[src/rtl/egress_pkg.sv]
package egress_pkg;
    typedef enum logic [2:0] {
        RSN_OPEN     = 3'd0,
        RSN_FAULT    = 3'd1,
        RSN_SELFTEST = 3'd2,
        RSN_KEYGEN   = 3'd3,
        RSN_KEYLOAD  = 3'd4,
        RSN_ZEROIZE  = 3'd5,
        RSN_ARMWAIT  = 3'd6,
        RSN_STARTUP  = 3'd7
    } reason_e;

    typedef struct packed {
        logic fault;
        logic zeroize;
        logic selftest;
        logic keygen;
        logic keyload;
    } mode_t;
endpackage

[src/rtl/egress_hold_buf.sv]
module egress_hold_buf #(
    parameter int DATA_W = 32
) (
    input  logic              clk,
    input  logic              rst_n,
    input  logic              block_i,
    input  logic              release_ok_i,
    input  logic              in_valid_i,
    input  logic [DATA_W-1:0] in_data_i,
    input  logic              in_sens_i,
    output logic              in_ready_o,
    input  logic              out_ready_i,
    output logic              out_valid_o,
    output logic [DATA_W-1:0] out_data_o,
    output logic              head_sens_o,
    output logic              fire_o
);
    typedef struct packed {
        logic              full;
        logic              sens;
        logic [DATA_W-1:0] data;
    } slot_t;

    slot_t slot_d, slot_q;
    logic  present;
    logic  take;

    always_comb begin
        present     = slot_q.full && !block_i && (!slot_q.sens || release_ok_i);
        fire_o      = present && out_ready_i;
        in_ready_o  = !block_i && (!slot_q.full || fire_o);
        take        = in_valid_i && in_ready_o;
        out_valid_o = present;
        out_data_o  = slot_q.data;
        head_sens_o = slot_q.full && slot_q.sens;

        slot_d = slot_q;
        if (fire_o) begin
            slot_d.full = 1'b0;
        end
        if (take) begin
            slot_d.full = 1'b1;
            slot_d.sens = in_sens_i;
            slot_d.data = in_data_i;
        end
    end

    always_ff @(posedge clk or negedge rst_n) begin
        if (!rst_n) begin
            slot_q <= '0;
        end else begin
            slot_q <= slot_d;
        end
    end
endmodule

[src/rtl/egress_arm_ctrl.sv]
module egress_arm_ctrl #(
    parameter int ARM_WINDOW = 256
) (
    input  logic clk,
    input  logic rst_n,
    input  logic clear_i,
    input  logic consume_i,
    input  logic arm_a_i,
    input  logic arm_b_i,
    output logic arm_a_o,
    output logic arm_b_o,
    output logic armed_o
);
    localparam int TW = $clog2(ARM_WINDOW + 1);
    localparam logic [TW-1:0] LAST = TW'(ARM_WINDOW - 1);

    typedef struct packed {
        logic          a;
        logic          b;
        logic [TW-1:0] age;
    } arm_t;

    arm_t arm_d, arm_q;
    logic expired;
    logic lone_strobe;

    always_comb begin
        expired     = arm_q.a && (arm_q.age == LAST);
        lone_strobe = arm_a_i ^ arm_b_i;
        arm_d       = arm_q;
        if (clear_i || consume_i || expired) begin
            arm_d = '0;
        end else begin
            if (arm_q.a) begin
                arm_d.age = arm_q.age + 1'b1;
            end
            if (lone_strobe) begin
                if (arm_a_i && !arm_q.a) begin
                    arm_d.a   = 1'b1;
                    arm_d.age = '0;
                end
                if (arm_b_i && arm_q.a) begin
                    arm_d.b = 1'b1;
                end
            end
        end
    end

    always_ff @(posedge clk or negedge rst_n) begin
        if (!rst_n) begin
            arm_q <= '0;
        end else begin
            arm_q <= arm_d;
        end
    end

    assign arm_a_o = arm_q.a;
    assign arm_b_o = arm_q.b;
    assign armed_o = arm_q.a && arm_q.b;
endmodule

[src/rtl/egress_reason_enc.sv]
module egress_reason_enc
    import egress_pkg::*;
(
    input  mode_t      mode_i,
    input  logic       startup_i,
    input  logic       arm_wait_i,
    output logic [2:0] reason_o
);
    reason_e r;

    always_comb begin
        if (mode_i.fault)         r = RSN_FAULT;
        else if (mode_i.zeroize)  r = RSN_ZEROIZE;
        else if (mode_i.selftest) r = RSN_SELFTEST;
        else if (mode_i.keygen)   r = RSN_KEYGEN;
        else if (mode_i.keyload)  r = RSN_KEYLOAD;
        else if (startup_i)       r = RSN_STARTUP;
        else if (arm_wait_i)      r = RSN_ARMWAIT;
        else                      r = RSN_OPEN;
        reason_o = r;
    end
endmodule

[src/rtl/egress_guard.sv]
module egress_guard
    import egress_pkg::*;
#(
    parameter int DATA_W     = 32,
    parameter int ARM_WINDOW = 256
) (
    input  logic              clk,
    input  logic              rst_n,
    input  logic              ctl_ready,
    input  logic              fault_i,
    input  logic              selftest_i,
    input  logic              keygen_i,
    input  logic              keyload_i,
    input  logic              zeroize_i,
    input  logic              arm_a_i,
    input  logic              arm_b_i,
    input  logic              in_valid,
    output logic              in_ready,
    input  logic [DATA_W-1:0] in_data,
    input  logic              in_sens,
    output logic              out_valid,
    input  logic              out_ready,
    output logic [DATA_W-1:0] out_data,
    output logic [2:0]        status_code
);
    typedef struct packed {
        logic seen;
    } top_t;

    top_t  top_d, top_q;
    mode_t mode;
    logic  startup;
    logic  block;
    logic  armed, arm_a_w, arm_b_w;
    logic  head_sens, fire;

    always_comb begin
        mode.fault    = fault_i;
        mode.zeroize  = zeroize_i;
        mode.selftest = selftest_i;
        mode.keygen   = keygen_i;
        mode.keyload  = keyload_i;
        startup       = !top_q.seen;
        block         = (|mode) || startup;
        top_d         = top_q;
        if (ctl_ready) begin
            top_d.seen = 1'b1;
        end
    end

    always_ff @(posedge clk or negedge rst_n) begin
        if (!rst_n) begin
            top_q <= '0;
        end else begin
            top_q <= top_d;
        end
    end

    egress_hold_buf #(.DATA_W(DATA_W)) u_buf (
        .clk          (clk),
        .rst_n        (rst_n),
        .block_i      (block),
        .release_ok_i (armed),
        .in_valid_i   (in_valid),
        .in_data_i    (in_data),
        .in_sens_i    (in_sens),
        .in_ready_o   (in_ready),
        .out_ready_i  (out_ready),
        .out_valid_o  (out_valid),
        .out_data_o   (out_data),
        .head_sens_o  (head_sens),
        .fire_o       (fire)
    );

    egress_arm_ctrl #(.ARM_WINDOW(ARM_WINDOW)) u_arm (
        .clk       (clk),
        .rst_n     (rst_n),
        .clear_i   (block),
        .consume_i (fire && head_sens),
        .arm_a_i   (arm_a_i),
        .arm_b_i   (arm_b_i),
        .arm_a_o   (arm_a_w),
        .arm_b_o   (arm_b_w),
        .armed_o   (armed)
    );

    egress_reason_enc u_enc (
        .mode_i     (mode),
        .startup_i  (startup),
        .arm_wait_i (head_sens && !armed),
        .reason_o   (status_code)
    );
endmodule

[config.mk]
export PLATFORM = sky130hd
export DESIGN_NAME = egress_guard
export DESIGN_NICKNAME = d
export VERILOG_FILES = /design/src/rtl/egress_pkg.sv /design/src/rtl/egress_hold_buf.sv /design/src/rtl/egress_arm_ctrl.sv /design/src/rtl/egress_reason_enc.sv /design/src/rtl/egress_guard.sv
export SDC_FILE = /design/constraint.sdc
export NUM_CORES = 1
export LEC_CHECK = 0
export CAP_MARGIN = 0
export CORE_ASPECT_RATIO = 1.1
export CORE_MARGIN = 2
export CORE_UTILIZATION = 49
export DETAILED_ROUTE_END_ITERATION = 8
export MAX_ROUTING_LAYER = met4
export PLACE_DENSITY_LB_ADDON = 0.25
export SYNTH_ARGS = -nofsm -noshare
export SYNTH_HDL_FRONTEND = slang
export SYNTH_SLANG_ARGS = --single-unit
[constraint.sdc]
create_clock -name clk -period 2.45 [get_ports clk]
set_input_delay 0.49 -clock clk [delete_from_list [all_inputs] [get_ports clk]]
set_output_delay 0.49 -clock clk [all_outputs]
set_load 0.1 [all_outputs]
==> impl_metrics.json, run 1 <==
{
  "status": "finished, final reports clean",
  "nets": 284,
  "setup.worst_path.end_class": "primary output",
  "crit_path_top_delay_cell": "clkdlybuf4s50_1",
  "hpwl_mm": 3.051,
  "clockBufferDepth": 2,
  "die_w_um": 70.20,
  "vdd_drop_max_v": 0.0003862,
  "synth_top_area_cell": "dfrtp_1",
  "max_stage_delay_ps": 430,
  "drt_first_pass_iters": 4,
  "register_area_um2": 1151,
  "netlist.area_leader.share_pct": 48.73,
  "drc_errors": 0,
  "synth-seq-cells": 46,
  "synthDistinctLibCells": 29,
  "cts_root_buf": "clkbuf_8",
  "fillers": 361,
  "synth.avg_cell_area_um2": 12.98,
  "p_leak_uw": 0.001397,
  "setup-violations-final": 0,
  "drive_gt1_share_pct": 36.97,
  "syn-cell-area_um2": 2362,
  "synthTopCellsByCount": "dfrtp_1 (46), buf_4 (32), mux2_4 (30)",
  "port_buffers": 81,
  "period_minus_slack_ps": 2260,
  "async_flop_share_pct": 100.0,
  "crit_chain": "clkdlybuf4s50_1 > nor2_2 > and4_4 > and3_1 > buf_12",
  "synth_seq_area_share_pct": 48.73,
  "die_height_um": 76.82,
  "wl_per_cell_um": 13.97,
  "critPathMaxFanout": 7,
  "drt-initial-drc-count": 97,
  "cp_data_arrival_time_ps": 1770,
  "synth_most_common_cell": "dfrtp_1",
  "grt_overflow": 0,
  "min_path_type": "in -> async",
  "num_vias": 1438,
  "start_kind": "input pin",
  "yosys_warnings": 0,
  "cts_max_level": 2,
  "initial_utilization_pct": 50.78,
  "setup_tns_ps": 0,
  "cap_violations": 0,
  "hold_violations": 0,
  "grt_pass1_wl_mm": 7.038,
  "antenna_found_initial": 0,
  "core_um2": 4652,
  "track_usage_pct": 16.88,
  "cts_tree": "yes",
  "fmax_mhz": 442.5,
  "rr_endpoint": "u_arm.arm_q[8]",
  "via_per_inst": 4.891,
  "r2r_slack_ps": 690,
  "grt_pass1_vias": 1451,
  "max-slew-margin-rel_pct": 47.56,
  "finalCritPeriodShare_pct": 92.24,
  "totalWireLength_mm": 4.107,
  "syn_to_final_growth_pct": 27.75,
  "floorplan.rows": 26,
  "dieArea_um2": 5393,
  "cts_setup_buffers": 0,
  "cp.required_ps": 1960,
  "grt_max_degree": 47,
  "setup.worst_path.class": "in -> out",
  "powerDensity_nw_per_um2": 876.8,
  "cts_buffers": 5,
  "syn_inst": 182,
  "ctsHoldBuffers": 0,
  "fin_skew_ps": 4.560,
  "synth-edff-count": 0,
  "cts_resized": 0,
  "r2r-start": "u_arm.arm_q[0]",
  "drtAntennaViolNets": 0,
  "slew_viol_final": 0,
  "fin_total_pwr_uw": 2646,
  "gp_congestion": 0.7983,
  "multi_input_area_um2": 860.8,
  "syn_nets": 229,
  "ios": 82,
  "clock-sinks": 46,
  "synth.area.top_cells": "dfrtp_1 (49%), mux2_4 (19%), buf_4 (10%), buf_12 (3.4%), nor2_1 (2.4%)",
  "synth-main-ff-cell": "dfrtp_1",
  "r2r_cells": 7,
  "clkTransAtPathRegs_ps": 80,
  "clock_latency_ps": 290,
  "worst_pin_slew_ps": 785.8,
  "diodes": 0,
  "rsz0062_at_grt": "no"
}
## per-stage QoR
step	util [%]	area, µm²	cells	worst slack (ps)	hold WS, ps
3_5_place_dp	62.91	2927	286	158.8	493.8
2_1_floorplan	-	2366	182	1.647	194.4
4_1_cts	64.87	3018	294	191.6	284.5
6_report	64.87	3018	294	190.1	267.4
5_1_grt	64.87	3018	294	120.6	315.2
3_3_place_gp	62.91	2927	286	188.8	494.6
## kinds of logic after synthesis
group / synth area share [%]
flip-flops: 48.73
buffers and inverters: 14.99
AND/OR/NAND/NOR: 8.633
multiplexers: 21.35
AO/OA/AOI/OAI: 2.648
XOR/XNOR: 2.595
adder cells (fa/ha/maj): 1.059
## how the worst max path moves through the flow
stage	cells past startpoint	end	from
5_1_grt	5	in_ready	zeroize_i
4_1_cts	5	in_ready	zeroize_i
3_3_place_gp	6	u_buf.out_data_o[0]	zeroize_i
2_1_floorplan	3	status_code[0]	keyload_i
6_report	5	in_ready	zeroize_i
3_5_place_dp	6	u_buf.out_data_o[31]	zeroize_i
## flip-flops by register name (all words and copies together), names as in the netlist
name,flops
u_buf.out_data_o,32
u_arm.arm_q,9
u_arm.arm_a_o,1
u_buf.slot_q,2
u_arm.arm_b_o,1
top_q,1
## power breakdown
group | switching [µW] | leakage [µW] | internal, µW | total (µW)
clock | 236 | 0.0000482 | 228 | 464
sequential | 65.6 | 0.000599 | 868 | 933
combinational | 908 | 0.000750 | 341 | 1250
total | 1210 | 0.00140 | 1440 | 2650
## area by class of cell
type                       instances  area share (%)
sequential                        46           38.14
multi-input combinational         93           28.52
clock inverter                     1          0.1658
tap                               56           2.322
clock buffer                       7           2.861
inverter                           5          0.6219
timing repair buffer              86           27.36
## layer usage
metal  track usage, %  vias to the layer above  part of all wire [%]
li1                 -                      691                     -
met1            22.02                      691                    46
met2            25.43                       50                    46
met3            4.731                        6                   6.1
met4            5.769                        0                   1.5
met5                -                        -                     0
## critical path, delay by kind of cell
kind / cells / cell delay (ps)
AND/OR/NAND/NOR: 3 / 660
buffers and inverters: 2 / 620
## layout by cell type, fill, tap and decap left out
| cell | Yosys | routed |
|---|---|---|
| nand2b_1 | 2 | 2 |
| a311o_1 | 1 | 1 |
| clkdlybuf4s50_1 | 0 | 43 |
| a21oi_1 | 3 | 2 |
| buf_2 | 0 | 1 |
| a31oi_1 | 1 | 1 |
| nor2_1 | 15 | 15 |
| buf_12 | 4 | 6 |
| nand4_1 | 4 | 4 |
| clkbuf_8 | 0 | 6 |
| nor2_2 | 1 | 1 |
| dfrtp_1 | 46 | 46 |
| o21ai_1 | 0 | 1 |
| mux2i_1 | 2 | 2 |
| o2111ai_1 | 1 | 1 |
| buf_4 | 32 | 36 |
| and4_4 | 2 | 2 |
| and3_1 | 4 | 4 |
| mux2_2 | 3 | 3 |
| nand3_1 | 5 | 5 |
| ha_1 | 2 | 2 |
| clkbuf_1 | 1 | 1 |
| or2_2 | 1 | 1 |
| o31a_1 | 1 | 1 |
| inv_1 | 5 | 5 |
| a22o_1 | 1 | 1 |
| xnor2_1 | 3 | 3 |
| xor2_1 | 4 | 4 |
| a21oi_2 | 0 | 1 |
| nand2_1 | 5 | 5 |
| mux2_4 | 30 | 30 |
| clkinv_2 | 0 | 1 |
| nor2b_1 | 1 | 1 |
Power figures use the tool's default switching activity.
==> run 2: changes to the inputs <==
--- a/config.mk
+++ b/config.mk
@@ -10,7 +10,6 @@
 export CORE_MARGIN = 2
 export CORE_UTILIZATION = 49
 export DETAILED_ROUTE_END_ITERATION = 8
-export MAX_ROUTING_LAYER = met4
 export PLACE_DENSITY_LB_ADDON = 0.25
 export SYNTH_ARGS = -nofsm -noshare
 export SYNTH_HDL_FRONTEND = slang
==> impl_metrics.json, run 2 (synthesis results as in run 1) <==
{
  "status": "finished, final reports clean",
  "dieArea_um2": 5393,
  "die_w_um": 70.20,
  "hold_violations": 0,
  "port_buffers": 81,
  "fillers": 361,
  "crit_family": "simple AND/OR/NAND/NOR gates",
  "r2r-start": "u_arm.arm_q[0]",
  "p_leak_uw": 0.001397,
  "cts_tree": "yes",
  "cp.required_ps": 1960,
  "num_vias": 1438,
  "grt_max_degree": 47,
  "cts_max_level": 2,
  "fmax_mhz": 441.7,
  "pwr-share-seq_pct": 35.3,
  "register_area_um2": 1151,
  "core_um2": 4652,
  "setup_tns_ps": 0,
  "grt_overflow": 0,
  "max-slew-margin-rel_pct": 47.58,
  "start_kind": "input pin",
  "mostFrequentLayoutCells": "dfrtp_1 (46), clkdlybuf4s50_1 (43), buf_4 (36)",
  "max_stage_delay_ps": 430,
  "clock_latency_ps": 290,
  "ios": 82,
  "drc_errors": 0,
  "fin_skew_ps": 4.609,
  "die_height_um": 76.82,
  "cap_violations": 0,
  "r2r_cells": 7,
  "p_int_uw": 1437,
  "nets": 284,
  "crit_start": "zeroize_i",
  "worst_pin_slew_ps": 785.5,
  "rr_endpoint": "u_arm.arm_q[8]",
  "totalWireLength_mm": 4.127,
  "rsz0062_at_grt": "no",
  "wl_per_cell_um": 14.04,
  "p_sw_share_pct": 45.71,
  "setup.worst_path.class": "in -> out",
  "drive_gt1_share_pct": 36.97,
  "setup-violations-final": 0,
  "p_clk_share_pct": 17.5,
  "clockBufferDepth": 2,
  "antenna_found_initial": 0,
  "final_common_cell": "dfrtp_1",
  "multi_input_area_um2": 860.8,
  "critPathBufInv": 2,
  "clkTransAtPathRegs_ps": 80,
  "floorplan.rows": 26,
  "placed_cell_area_um2": 2927,
  "cts_resized": 0,
  "grt_pass1_wl_mm": 7.044,
  "final_core_util_pct": 64.87,
  "largest_register_ffs": 32,
  "switchingPower_uw": 1210,
  "vdd_drop_max_v": 0.0003862,
  "finalCritPeriodShare_pct": 92.40,
  "setup.worst_path.end_class": "primary output",
  "clock-sinks": 46,
  "syn_to_final_growth_pct": 27.75,
  "gp_congestion": 0.7873,
  "postLayoutCellArea_um2": 3018,
  "cts_buffers": 5,
  "powerDensity_nw_per_um2": 876.9,
  "hpwl_mm": 3.051,
  "post-place-ws_ps": 158.8,
  "r2r_slack_ps": 690,
  "cp_data_arrival_time_ps": 1770,
  "combPwrFrac_pct": 47.2,
  "crit_chain": "clkdlybuf4s50_1 > nor2_2 > and4_4 > and3_1 > buf_12",
  "diodes": 0,
  "period_minus_slack_ps": 2264,
  "via_per_inst": 4.891,
  "initial_utilization_pct": 50.78,
  "drtAntennaViolNets": 0,
  "min_path_type": "in -> async",
  "critPathMaxFanout": 7,
  "cts_root_buf": "clkbuf_8",
  "ctsHoldBuffers": 0,
  "drt_first_pass_iters": 4,
  "track_usage_pct": 16.42,
  "fin_total_pwr_uw": 2646,
  "worst_slack_ps": 186.1,
  "drt-initial-drc-count": 96,
  "grt_pass1_vias": 1450,
  "cts_setup_buffers": 0,
  "crit_path_top_delay_cell": "clkdlybuf4s50_1",
  "slew_viol_final": 0
}
## run 2: cell counts in the layout (fill, tap and decap cells not counted)
No cell type changed its count.
## run 2: layout make-up
cell class | count | area share [%]
tap | 56 | 2.322
multi-input combinational | 93 | 28.52
clock buffer | 7 | 2.861
inverter | 5 | 0.6219
clock inverter | 1 | 0.1658
timing repair buffer | 86 | 27.36
sequential | 46 | 38.14
## run 2: power by group through the flow
stage                     logic, µW  registers [µW]  clock network, µW
after CTS                      1260             934                477
after global placement         1250             945                  0
after detailed placement       1260             946                  0
after floorplan                1120             928                  0
after global routing           1280             948                517
final                          1250             933                464
## run 2: worst max-delay path by stage
| stage | cells after the start | slack [ps] | end |
|---|---|---|---|
| finish | 5 | 190 | in_ready |
| global route | 5 | 120 | in_ready |
| floorplan | 3 | 2 | status_code[0] |
| detailed placement | 6 | 160 | u_buf.out_data_o[31] |
| CTS | 5 | 190 | in_ready |
| global placement | 6 | 190 | u_buf.out_data_o[0] |
## run 2: per-layer routing
layer | up-vias | part of all wire, % | GRT usage (%)
li1 | 690 | - | -
met1 | 692 | 46 | 21.51
met2 | 50 | 46 | 25.43
met3 | 6 | 6.8 | 5.519
met4 | 0 | 1.5 | 5.769
met5 | - | 0 | 0
## run 2: metrics by stage
| stage | hold slack, ps | instances |
|---|---|---|
| after floorplan | 194.4 | 182 |
| after global placement | 494.6 | 286 |
| after detailed placement | 493.8 | 286 |
| after CTS | 284.5 | 294 |
| after global routing | 315.2 | 294 |
| final | 267.2 | 294 |
==> run 3: changes to the inputs <==
--- a/config.mk
+++ b/config.mk
@@ -8,7 +8,7 @@
 export CAP_MARGIN = 0
 export CORE_ASPECT_RATIO = 1.1
 export CORE_MARGIN = 2
-export CORE_UTILIZATION = 49
+export CORE_UTILIZATION = 45
 export DETAILED_ROUTE_END_ITERATION = 8
 export PLACE_DENSITY_LB_ADDON = 0.25
 export SYNTH_ARGS = -nofsm -noshare
==> constraint.sdc (replaced) <==
create_clock -name clk -period 2.15 [get_ports clk]
set_input_delay 0.43 -clock clk [delete_from_list [all_inputs] [get_ports clk]]
set_output_delay 0.43 -clock clk [all_outputs]
set_load 0.1 [all_outputs]
==> impl_metrics.json, run 3 (synthesis results as in run 1) <==
{
  "post-place-ws_ps": -23.06,
  "period_minus_slack_ps": 2107,
  "gr-usage-met2_pct": 24.77,
  "drtAntennaViolNets": 0,
  "hold_violations": 0,
  "gp_congestion": 0.7770,
  "critPathMaxFanout": 3,
  "setup-violations-final": 0,
  "num_vias": 1476,
  "drt-initial-drc-count": 76,
  "p_leak_uw": 0.001487,
  "port_buffers": 81,
  "clock_latency_ps": 290,
  "powerDensity_nw_per_um2": 990.3,
  "cts_buffers": 5,
  "clockBufferDepth": 2,
  "dieArea_um2": 5846,
  "syn_to_final_growth_pct": 34.43,
  "worst_pin_slew_ps": 634.1,
  "mostFrequentLayoutCells": "dfrtp_1 (46), buf_4 (44), clkdlybuf4s50_1 (40)",
  "track_usage_pct": 15.77,
  "grt_pass1_vias": 1514,
  "grt_pass1_wl_mm": 7.093,
  "max-slew-margin-rel_pct": 57.73,
  "final_common_cell": "dfrtp_1",
  "status": "finished, final reports clean",
  "grt_overflow": 0,
  "floorplan.rows": 27,
  "cap_violations": 0,
  "die_height_um": 79.99,
  "antenna_found_initial": 0,
  "r2r_cells": 4,
  "hpwl_mm": 3.212,
  "initial_utilization_pct": 46.93,
  "global_route.usage.met3_pct": 4.672,
  "postLayoutCellArea_um2": 3176,
  "cts_max_level": 2,
  "cts_tree": "yes",
  "diodes": 0,
  "slew_viol_final": 0,
  "nets": 294,
  "cp_data_arrival_time_ps": 1680,
  "start_kind": "input pin",
  "cts_root_buf": "clkbuf_8",
  "grt.met1_usage_pct": 21.01,
  "setup.worst_path.end_class": "primary output",
  "placed_cell_area_um2": 3033,
  "ios": 82,
  "min_path_type": "in -> async",
  "drc_errors": 0,
  "largest_register_ffs": 32,
  "clkTransAtPathRegs_ps": 90,
  "core_um2": 5034,
  "drive_gt1_share_pct": 41.94,
  "drt_first_pass_iters": 4,
  "fin_skew_ps": 7.538,
  "totalWireLength_mm": 4.258,
  "worst_slack_ps": 43.01,
  "grt_max_degree": 31,
  "ctsHoldBuffers": 0,
  "fmax_mhz": 474.6,
  "clock-sinks": 46,
  "busiest_layer": "met2",
  "setup.worst_path.class": "in -> out",
  "finalCritPeriodShare_pct": 98.00,
  "wl_per_cell_um": 13.92,
  "cp.required_ps": 1720,
  "via_per_inst": 4.824,
  "die_w_um": 73.08,
  "vdd_drop_max_v": 0.0003415
}
-- run 3: power by group --
group | internal, µW | switching (µW) | total [µW]
Clock | 348 | 291 | 640
Sequential | 989 | 77.5 | 1070
Combinational | 400 | 1040 | 1440
Total | 1740 | 1410 | 3140
-- run 3: worst max-delay path, stage by stage --
cell and delay [ps]:
clkdlybuf4s50_1 420, buf_4 150, a311o_1 300, a21oi_4 180, buf_12 190
-- run 3: cell type report --
class | count | area, µm²
Timing Repair Buffer | 96 | 933.4
Inverter | 5 | 18.77
Tap cell | 58 | 72.57
Multi-Input combinational cell | 93 | 887.1
Fill cell | 393 | 1858
Clock buffer | 5 | 68.82
Clock inverter | 3 | 43.79
Sequential cell | 46 | 1151
-- run 3: layer usage --
metal / part of all wire, % / routed length, µm
met5: 0 / 0
met4: 1.1 / 48
met3: 6.6 / 280
met2: 47 / 2010
met1: 45 / 1918
-- run 3: final timing paths --
| check | from | endpoint | slack (ps) |
|---|---|---|---|
| max reg2reg | top_q | u_buf.out_data_o[0] | 570 |
| min in group clk | u_buf.out_data_o[7] | u_buf.out_data_o[7] | 510 |
| min reg2reg | u_buf.out_data_o[7] | u_buf.out_data_o[7] | 510 |
| min | rst_n | u_buf.out_data_o[30] | 150 |
| max | keygen_i | status_code[2] | 40 |
| max in group asynchronous | rst_n | u_arm.arm_q[5] | 1420 |
-- run 3: what timing repair did --
item | CTS | global route
resized for setup | 1 | 6
pin swaps | 2 | 3
setup buffers | 0 | 1
setup endpoints to repair | 2 | 3
endpoints found under the hold margin | 0 | 0
gates cloned | 0 | 0
-- run 3: per-stage QoR --
stage	hold slack [ps]	total power, µW	cells	setup TNS (ps)	utilization (%)
2_1_floorplan	134.4	2338	182	0	-
3_3_place_gp	489.5	2511	297	-0.4455	60.25
4_1_cts	174.1	3165	305	0	62.59
5_1_grt	199.4	3261	306	-3.567	63.09
6_report	146.4	3145	306	0	63.09
3_5_place_dp	492.5	2521	297	-48.27	60.25
